`src/rtl/icmiss_pkg.sv`:
```
`timescale 1ns/1ps
package icmiss_pkg;
    localparam int LINE_BITS  = 512;
    localparam int CHUNK_BITS = 64;
    localparam int NCHUNK     = LINE_BITS / CHUNK_BITS;
    localparam int LADDR_W    = 26;

    typedef logic [LADDR_W-1:0]   laddr_t;
    typedef logic [LINE_BITS-1:0] line_t;
    typedef logic [NCHUNK-1:0]    cpar_t;

    // One miss status entry
    typedef struct packed {
        logic   valid;
        logic   sent;      // request already on the bus
        logic   dropped;   // flushed while in flight
        laddr_t addr;
    } mshr_t;

    // Refill beat handed to the reply stage
    typedef struct packed {
        laddr_t addr;
        line_t  data;
        logic   corrupt;
        logic   denied;
        logic   poison;
    } refill_t;

    function automatic cpar_t chunk_parity(input line_t d, input logic inv);
        cpar_t p;
        for (int k = 0; k < NCHUNK; k++) begin
            p[k] = (^d[k*CHUNK_BITS +: CHUNK_BITS]) ^ inv;
        end
        return p;
    endfunction
endpackage

```
`src/rtl/icmiss_pool.sv`:
```
`timescale 1ns/1ps
module icmiss_pool
    import icmiss_pkg::*;
#(
    parameter int N = 4,
    localparam int IW = (N > 1) ? $clog2(N) : 1
) (
    input  logic          clk,
    input  logic          rst,
    input  logic          flush,
    input  logic          alloc_en,
    input  laddr_t        alloc_addr,
    output logic          has_free,
    input  laddr_t        probe_a,
    input  laddr_t        probe_b,
    output logic          hit_a,
    output logic          hit_b,
    output logic          iss_valid,
    output logic [IW-1:0] iss_idx,
    output laddr_t        iss_addr,
    input  logic          iss_ack,
    input  logic          gnt_en,
    input  logic [IW-1:0] gnt_idx,
    output logic          gnt_live,
    output laddr_t        gnt_addr
);
    mshr_t         ent [N];
    logic [IW-1:0] free_idx;

    always_comb begin
        has_free  = 1'b0;
        free_idx  = '0;
        iss_valid = 1'b0;
        iss_idx   = '0;
        for (int i = N - 1; i >= 0; i--) begin
            if (!ent[i].valid) begin
                has_free = 1'b1;
                free_idx = IW'(i);
            end
            if (ent[i].valid && !ent[i].sent && !ent[i].dropped) begin
                iss_valid = 1'b1;
                iss_idx   = IW'(i);
            end
        end
    end

    always_comb begin
        hit_a    = 1'b0;
        hit_b    = 1'b0;
        gnt_live = 1'b0;
        gnt_addr = '0;
        iss_addr = '0;
        for (int i = 0; i < N; i++) begin
            // an entry retiring this cycle or awaiting drop cannot absorb a miss
            if (ent[i].valid && !ent[i].dropped && !(gnt_en && gnt_idx == IW'(i))) begin
                if (ent[i].addr == probe_a) hit_a = 1'b1;
                if (ent[i].addr == probe_b) hit_b = 1'b1;
            end
            if (gnt_idx == IW'(i)) begin
                gnt_live = gnt_en && ent[i].valid && ent[i].sent && !ent[i].dropped;
                gnt_addr = ent[i].addr;
            end
            if (iss_idx == IW'(i)) iss_addr = ent[i].addr;
        end
    end

    always_ff @(posedge clk) begin
        if (rst) begin
            for (int i = 0; i < N; i++) ent[i] <= '0;
        end else begin
            for (int i = 0; i < N; i++) begin
                if (gnt_en && gnt_idx == IW'(i) && ent[i].valid && ent[i].sent) begin
                    ent[i].valid   <= 1'b0;
                    ent[i].dropped <= 1'b0;
                end else if (flush && ent[i].valid) begin
                    if (ent[i].sent) ent[i].dropped <= 1'b1;
                    else             ent[i].valid   <= 1'b0;
                end else begin
                    if (alloc_en && free_idx == IW'(i))
                        ent[i] <= '{valid: 1'b1, sent: 1'b0, dropped: 1'b0, addr: alloc_addr};
                    if (iss_ack && iss_valid && iss_idx == IW'(i))
                        ent[i].sent <= 1'b1;
                end
            end
        end
    end
endmodule

```
`src/rtl/icmiss_refill.sv`:
```
`timescale 1ns/1ps
module icmiss_refill
    import icmiss_pkg::*;
(
    input  logic    clk,
    input  logic    rst,
    input  logic    fire,
    input  logic    write,
    input  refill_t beat,
    output logic    resp_valid,
    output laddr_t  resp_addr,
    output line_t   resp_data,
    output logic    resp_corrupt,
    output logic    resp_denied,
    output logic    meta_we,
    output logic    data_we,
    output logic    meta_parity,
    output cpar_t   data_parity
);
    always_ff @(posedge clk) begin
        if (rst) begin
            resp_valid <= 1'b0;
            meta_we    <= 1'b0;
            data_we    <= 1'b0;
        end else begin
            resp_valid <= fire;
            meta_we    <= write;
            data_we    <= write;
        end
    end

    always_ff @(posedge clk) begin
        if (fire) begin
            resp_addr    <= beat.addr;
            resp_data    <= beat.data;
            resp_corrupt <= beat.corrupt;
            resp_denied  <= beat.denied;
            meta_parity  <= (^beat.addr) ^ beat.poison;
            data_parity  <= chunk_parity(beat.data, beat.poison);
        end
    end
endmodule

```
`src/rtl/icmiss_unit.sv`:
```
`timescale 1ns/1ps
module icmiss_unit
    import icmiss_pkg::*;
#(
    parameter int NFETCH = 4,
    parameter int NPREF  = 10,
    localparam int NTOT  = NFETCH + NPREF,
    localparam int SRC_W = $clog2(NTOT + 1),
    localparam int FIW   = (NFETCH > 1) ? $clog2(NFETCH) : 1,
    localparam int PIW   = (NPREF > 1) ? $clog2(NPREF) : 1
) (
    input  logic                      clk,
    input  logic                      rst,
    input  logic                      flush,
    input  logic                      fence,
    input  logic                      fetch_req_valid,
    input  logic [LADDR_W-1:0]        fetch_req_addr,
    output logic                      fetch_req_ready,
    input  logic                      pf_req_valid,
    input  logic [LADDR_W-1:0]        pf_req_addr,
    output logic                      pf_req_ready,
    output logic                      bus_req_valid,
    input  logic                      bus_req_ready,
    output logic [LADDR_W-1:0]        bus_req_addr,
    output logic [SRC_W-1:0]          bus_req_src,
    input  logic                      gnt_valid,
    input  logic [SRC_W-1:0]          gnt_src,
    input  logic [LINE_BITS-1:0]      gnt_data,
    input  logic                      gnt_corrupt,
    input  logic                      gnt_denied,
    input  logic                      poison,
    output logic                      resp_valid,
    output logic [LADDR_W-1:0]        resp_addr,
    output logic [LINE_BITS-1:0]      resp_data,
    output logic                      resp_corrupt,
    output logic                      resp_denied,
    output logic                      meta_we,
    output logic                      data_we,
    output logic                      meta_parity,
    output logic [NCHUNK-1:0]         data_parity
);
    logic flush_any;
    assign flush_any = flush | fence;

    // pool status
    logic           f_free, p_free, f_hit_a, f_hit_b, p_hit_a, p_hit_b;
    logic           f_iss_v, p_iss_v, f_ack, p_ack;
    logic [FIW-1:0] f_iss_idx, f_gnt_idx;
    logic [PIW-1:0] p_iss_idx, p_gnt_idx;
    laddr_t         f_iss_addr, p_iss_addr, f_gnt_addr, p_gnt_addr;
    logic           f_gnt_en, p_gnt_en, f_gnt_live, p_gnt_live;
    logic           f_alloc, p_alloc, f_merge, p_merge;
    logic [SRC_W-1:0] p_off;

    // request acceptance and merging
    assign f_merge         = f_hit_a | p_hit_a;
    assign fetch_req_ready = !flush_any && (f_merge || f_free);
    assign f_alloc         = fetch_req_valid && fetch_req_ready && !f_merge;
    assign p_merge         = f_hit_b | p_hit_b | (f_alloc && fetch_req_addr == pf_req_addr);
    assign pf_req_ready    = !flush_any && (p_merge || p_free);
    assign p_alloc         = pf_req_valid && pf_req_ready && !p_merge;

    // bus request: fetch pool first
    assign bus_req_valid = !flush_any && (f_iss_v || p_iss_v);
    assign bus_req_addr  = f_iss_v ? f_iss_addr : p_iss_addr;
    assign bus_req_src   = f_iss_v ? SRC_W'(f_iss_idx) : SRC_W'(p_iss_idx) + SRC_W'(NFETCH);
    assign f_ack         = bus_req_valid && bus_req_ready && f_iss_v;
    assign p_ack         = bus_req_valid && bus_req_ready && !f_iss_v;

    // grant routing by source identifier
    assign p_off     = gnt_src - SRC_W'(NFETCH);
    assign f_gnt_en  = gnt_valid && (gnt_src < SRC_W'(NFETCH));
    assign p_gnt_en  = gnt_valid && (gnt_src >= SRC_W'(NFETCH)) && (gnt_src < SRC_W'(NTOT));
    assign f_gnt_idx = gnt_src[FIW-1:0];
    assign p_gnt_idx = p_off[PIW-1:0];

    icmiss_pool #(.N(NFETCH)) u_fpool (
        .clk(clk), .rst(rst), .flush(flush_any),
        .alloc_en(f_alloc), .alloc_addr(fetch_req_addr), .has_free(f_free),
        .probe_a(fetch_req_addr), .probe_b(pf_req_addr), .hit_a(f_hit_a), .hit_b(f_hit_b),
        .iss_valid(f_iss_v), .iss_idx(f_iss_idx), .iss_addr(f_iss_addr), .iss_ack(f_ack),
        .gnt_en(f_gnt_en), .gnt_idx(f_gnt_idx), .gnt_live(f_gnt_live), .gnt_addr(f_gnt_addr)
    );

    icmiss_pool #(.N(NPREF)) u_ppool (
        .clk(clk), .rst(rst), .flush(flush_any),
        .alloc_en(p_alloc), .alloc_addr(pf_req_addr), .has_free(p_free),
        .probe_a(fetch_req_addr), .probe_b(pf_req_addr), .hit_a(p_hit_a), .hit_b(p_hit_b),
        .iss_valid(p_iss_v), .iss_idx(p_iss_idx), .iss_addr(p_iss_addr), .iss_ack(p_ack),
        .gnt_en(p_gnt_en), .gnt_idx(p_gnt_idx), .gnt_live(p_gnt_live), .gnt_addr(p_gnt_addr)
    );

    refill_t beat;
    logic    fire;
    assign fire = f_gnt_live | p_gnt_live;
    assign beat = '{addr:    f_gnt_live ? f_gnt_addr : p_gnt_addr,
                    data:    gnt_data,
                    corrupt: gnt_corrupt,
                    denied:  gnt_denied,
                    poison:  poison};

    icmiss_refill u_refill (
        .clk(clk), .rst(rst), .fire(fire), .write(fire && !flush_any), .beat(beat),
        .resp_valid(resp_valid), .resp_addr(resp_addr), .resp_data(resp_data),
        .resp_corrupt(resp_corrupt), .resp_denied(resp_denied),
        .meta_we(meta_we), .data_we(data_we),
        .meta_parity(meta_parity), .data_parity(data_parity)
    );
endmodule

```
`config.mk`:
```
export PLATFORM = sky130hd
export DESIGN_NAME = icmiss_unit
export DESIGN_NICKNAME = d
export VERILOG_FILES = /design/src/rtl/icmiss_pkg.sv /design/src/rtl/icmiss_pool.sv /design/src/rtl/icmiss_refill.sv /design/src/rtl/icmiss_unit.sv
export SDC_FILE = /design/constraint.sdc
export NUM_CORES = 2
export LEC_CHECK = 0
export ABC_CLOCK_PERIOD_IN_PS = 27200
export BUFFER_PORTS_ARGS = -buffer_cell sky130_fd_sc_hd__clkbuf_2
export CAP_MARGIN = 20
export CORE_AREA = 3 3 453 455
export CTS_CLUSTER_DIAMETER = 100
export DETAILED_ROUTE_END_ITERATION = 8
export DIE_AREA = 0 0 456 458
export PLACE_DENSITY_LB_ADDON = 0.1
export SLEW_MARGIN = 20
export SYNTH_ARGS = -nofsm -noshare
export SYNTH_HDL_FRONTEND = slang
export SYNTH_SLANG_ARGS = --single-unit
```
`constraint.sdc`:
```
create_clock -name clk -period 27.2 [get_ports clk]
set_input_delay 5.44 -clock clk [delete_from_list [all_inputs] [get_ports clk]]
set_output_delay 5.44 -clock clk [all_outputs]
set_load 0.02 [all_outputs]
```
==> impl_metrics.json <==
{
  "synth_edf_count": 955,
  "postRouteAntennaNets": 0,
  "fill_cells": 20600,
  "yosysSeqAreaShare_pct": 53.9,
  "max_slew.worst_pin.slew_ns": 1.36,
  "clock_sinks": 957,
  "clockBufferDepth": 3,
  "synth_area_leaders": "edfxtp_1 (54%), xnor2_1 (12%), xor2_1 (9.4%)",
  "vias": 48500,
  "gp_congestion": 1.01,
  "fmax_mhz": 65.4,
  "reg2reg_from": "u_fpool.ent[1][28]",
  "first_pass_iters": 6,
  "finalHoldViolCount": 0,
  "syn_nets": 5016,
  "synth_top_cell_area_share_pct": 53.8,
  "cts_tree": "built",
  "slowest_delay_ns": 1.06,
  "portBuffers": 1163,
  "grt-ovfl-total": 0,
  "clock-root-buffer": "clkbuf_16",
  "power.density_nw_per_um2": 67.0,
  "dp_cells": 8094,
  "setup_ws_ns": 11.91,
  "cp.required_ns": 21.76,
  "rsz0062_at_grt": "no",
  "setup_viol": 0,
  "post_cts_buffers": 0,
  "die_area_um2": 209000,
  "hold_path_class": "register to register",
  "status": "completed",
  "wirelength_um": 429000,
  "cp-start-kind": "input port",
  "setup_tns_ns": 0,
  "final_max_slew_viol_count": 0,
  "syn_inst": 4434,
  "postSynth.asyncResetShare_pct": 0,
  "ys.flop_type": "edfxtp_1",
  "yosys_warnings": 0,
  "dpl_worst_slack_ns": 12.26,
  "crit_path_start": "gnt_src[1]",
  "maxCapViolCount": 0,
  "grt_pass1_wl_um": 528000,
  "cts_hold_buf": 0,
  "peakVddDrop_uv": 56.2,
  "power_frac_seq_pct": 40.5,
  "clk_pin_slew_worst_paths_ns": 0.06,
  "crit_chain": "clkbuf_2, buf_4, and4bb_2, a21oi_1, nand2_1, nor3_1, a211oi_1, nand4_1, a31oi_1, a31oi_1, clkbuf_2",
  "yosys.cell_types.count": 87,
  "vias_per_cell": 5.81,
  "avgSynthCellArea_um2": 12.0,
  "layout.cells.non_filler": 8346,
  "clk_latency_ns": 0.82,
  "synth_area_um2": 53300,
  "fin_skew_ns": 0.0735,
  "intPower_uw": 2980,
  "power_frac_clock_pct": 38.1,
  "grtUsageTotal_pct": 39.4,
  "crit_type": "input port to output pin",
  "first_iter_violations": 7782,
  "cts-resized-gates": 0,
  "dpl.hpwl_um": 337000,
  "synth-seq-cells": 957,
  "path_delay_family": "simple AND/OR/NAND/NOR gates",
  "critPathBufInv": 3,
  "hp-start": "u_ppool.ent[4][28]",
  "switching_share_pct": 32.9,
  "drive_gt1_share_pct": 28.1,
  "grt_pass1_vias": 43900,
  "worst_setup_path_end_kind": "output pin",
  "grt_antenna_before_repair": 96,
  "ioPinCount": 1164,
  "slew_headroom_pct": 8.62,
  "drc": 0,
  "syn2layout_area_growth_pct": 24.2,
  "die_y_um": 458,
  "htreeDepth": 3,
  "routedWlPerCell_um": 51.4,
  "initial_core_util_pct": 26.4,
  "cts_buffers": 120,
  "arrival_ns": 9.85,
  "core_um2": 202000,
  "grt_max_degree": 159,
  "power_leakage_uw": 0.0251,
  "fin_crit_ns": 15.29,
  "crit_fanout": 54,
  "p_comb_share_pct": 21.4,
  "yosysTopAreaCell": "edfxtp_1",
  "fin_nets": 6126,
  "rows": 165,
  "p_switching_uw": 1460,
  "min_period_over_period_pct": 56.2,
  "critPathSlowestCell": "nor3_1",
  "fp.dieW_um": 456
}
-- layer usage --
layer / global-route usage, % / routed length (um) / up-vias
met5: 0 / 195 / -
met4: 16.5 / 21200 / 34
met3: 13.4 / 47500 / 669
met2: 55.7 / 176000 / 3587
met1: 54.5 / 184000 / 25700
li1: - / - / 18500
-- cell type report --
class / instances / area, um^2 / area share, %
sequential: 957 / 28700 / 43.4
multi-input combinational: 3136 / 23100 / 34.9
timing repair buffer: 1282 / 6750 / 10.2
tap: 2672 / 3340 / 5.05
clock buffer: 134 / 3060 / 4.62
clock inverter: 93 / 937 / 1.42
inverter: 47 / 184 / 0.278
antenna: 25 / 62.6 / 0.0945
-- power by group through the flow --
stage               sequential, uW  combinational (uW)  clock, uW
global route                  1790                 978       1770
floorplan                     1790                 514          0
global placement              1820                 935          0
CTS                           1790                 936       1710
finish                        1790                 951       1690
detailed placement            1820                 930          0
-- final timing paths --
| check | endpoint | slack [ns] | cells after the start |
|---|---|---|---|
| setup / recovery | pf_req_ready | 11.91 | 11 |
| hold reg to reg | u_ppool.ent[4][28] | 0.71 | 1 |
| setup reg to reg | u_ppool.ent[6][3] | 21.26 | 9 |
| hold / removal | u_ppool.ent[4][28] | 0.71 | 1 |
-- stage by stage --
stage | power [uW] | utilization [%] | instance area (um^2) | hold slack, ns
floorplan | 2300 | - | 53300 | 0.616
global placement | 2750 | 30.8 | 62100 | 0.675
detailed placement | 2740 | 30.8 | 62100 | 0.685
CTS | 4430 | 32.8 | 66100 | 0.703
global route | 4530 | 32.8 | 66100 | 0.745
finish | 4430 | 32.8 | 66200 | 0.707
-- logic make-up (layout without fill, tap and decap cells) --
logic type / after synthesis / in the layout / synth area share [%]
AO/OA/AOI/OAI: 507 / 507 / 6.62
XOR/XNOR: 1288 / 1288 / 21.3
adder cells (fa/ha/maj): 3 / 3 / 0.0705
buffers and inverters: 341 / 1556 / 2.90
flip-flops: 957 / 957 / 53.9
multiplexers: 81 / 81 / 2.22
other: 0 / 25 / 0
AND/OR/NAND/NOR: 1257 / 1257 / 13.0
-- state kept, by name (all words and copies together) (netlist names) --
name,flops
u_refill.data_parity,8
u_refill.resp_data,512
u_fpool.ent,116
u_refill.resp_addr,26
u_refill.meta_parity,1
u_refill.resp_valid,1
u_ppool.ent,290
u_refill.resp_corrupt,1
u_refill.meta_we,1
u_refill.resp_denied,1
-- synthesized netlist by cell type, drive strengths merged, types with 12 or more instances --
| cell | n |
|---|---|
| a221oi | 50 |
| nor2 | 200 |
| nand4 | 117 |
| o211ai | 24 |
| nor3 | 46 |
| a22oi | 47 |
| clkbuf | 144 |
| nor4 | 225 |
| xor2 | 572 |
| a222oi | 24 |
| a22o | 12 |
| and2 | 161 |
| buf | 150 |
| mux4 | 27 |
| and3 | 129 |
| o21ai | 82 |
| xnor2 | 712 |
| o221ai | 19 |
| a31oi | 36 |
| edfxtp | 955 |
| a21oi | 86 |
| nand3 | 74 |
| or3 | 20 |
| o22ai | 44 |
| mux2i | 27 |
| nand2 | 203 |
| inv | 47 |
| o21a | 25 |
| nand2b | 23 |
| mux2 | 27 |
-- cell usage in the layout (no fill, tap or decap), types with 14 or more instances in the layout --
cell,count
nand2_1,203
nor2_1,188
clkbuf_1,14
a21oi_1,85
buf_4,117
bufinv_16,15
clkinv_1,29
clkbuf_2,1159
o21ai_0,77
nand4_1,115
xnor2_1,711
or3_1,20
o211ai_1,23
a222oi_1,24
o221ai_1,19
edfxtp_1,955
mux4_2,27
inv_1,43
a221oi_1,50
xor2_1,572
mux2_2,27
diode_2,25
a22oi_1,47
and3_1,128
o21a_1,25
a31oi_1,35
clkinv_2,28
o22ai_1,42
and2_1,160
mux2i_1,27
clkbuf_16,120
nor3_1,45
nand3_1,71
nand2b_1,23
nor4_1,220
Power figures use the tool's default switching activity.
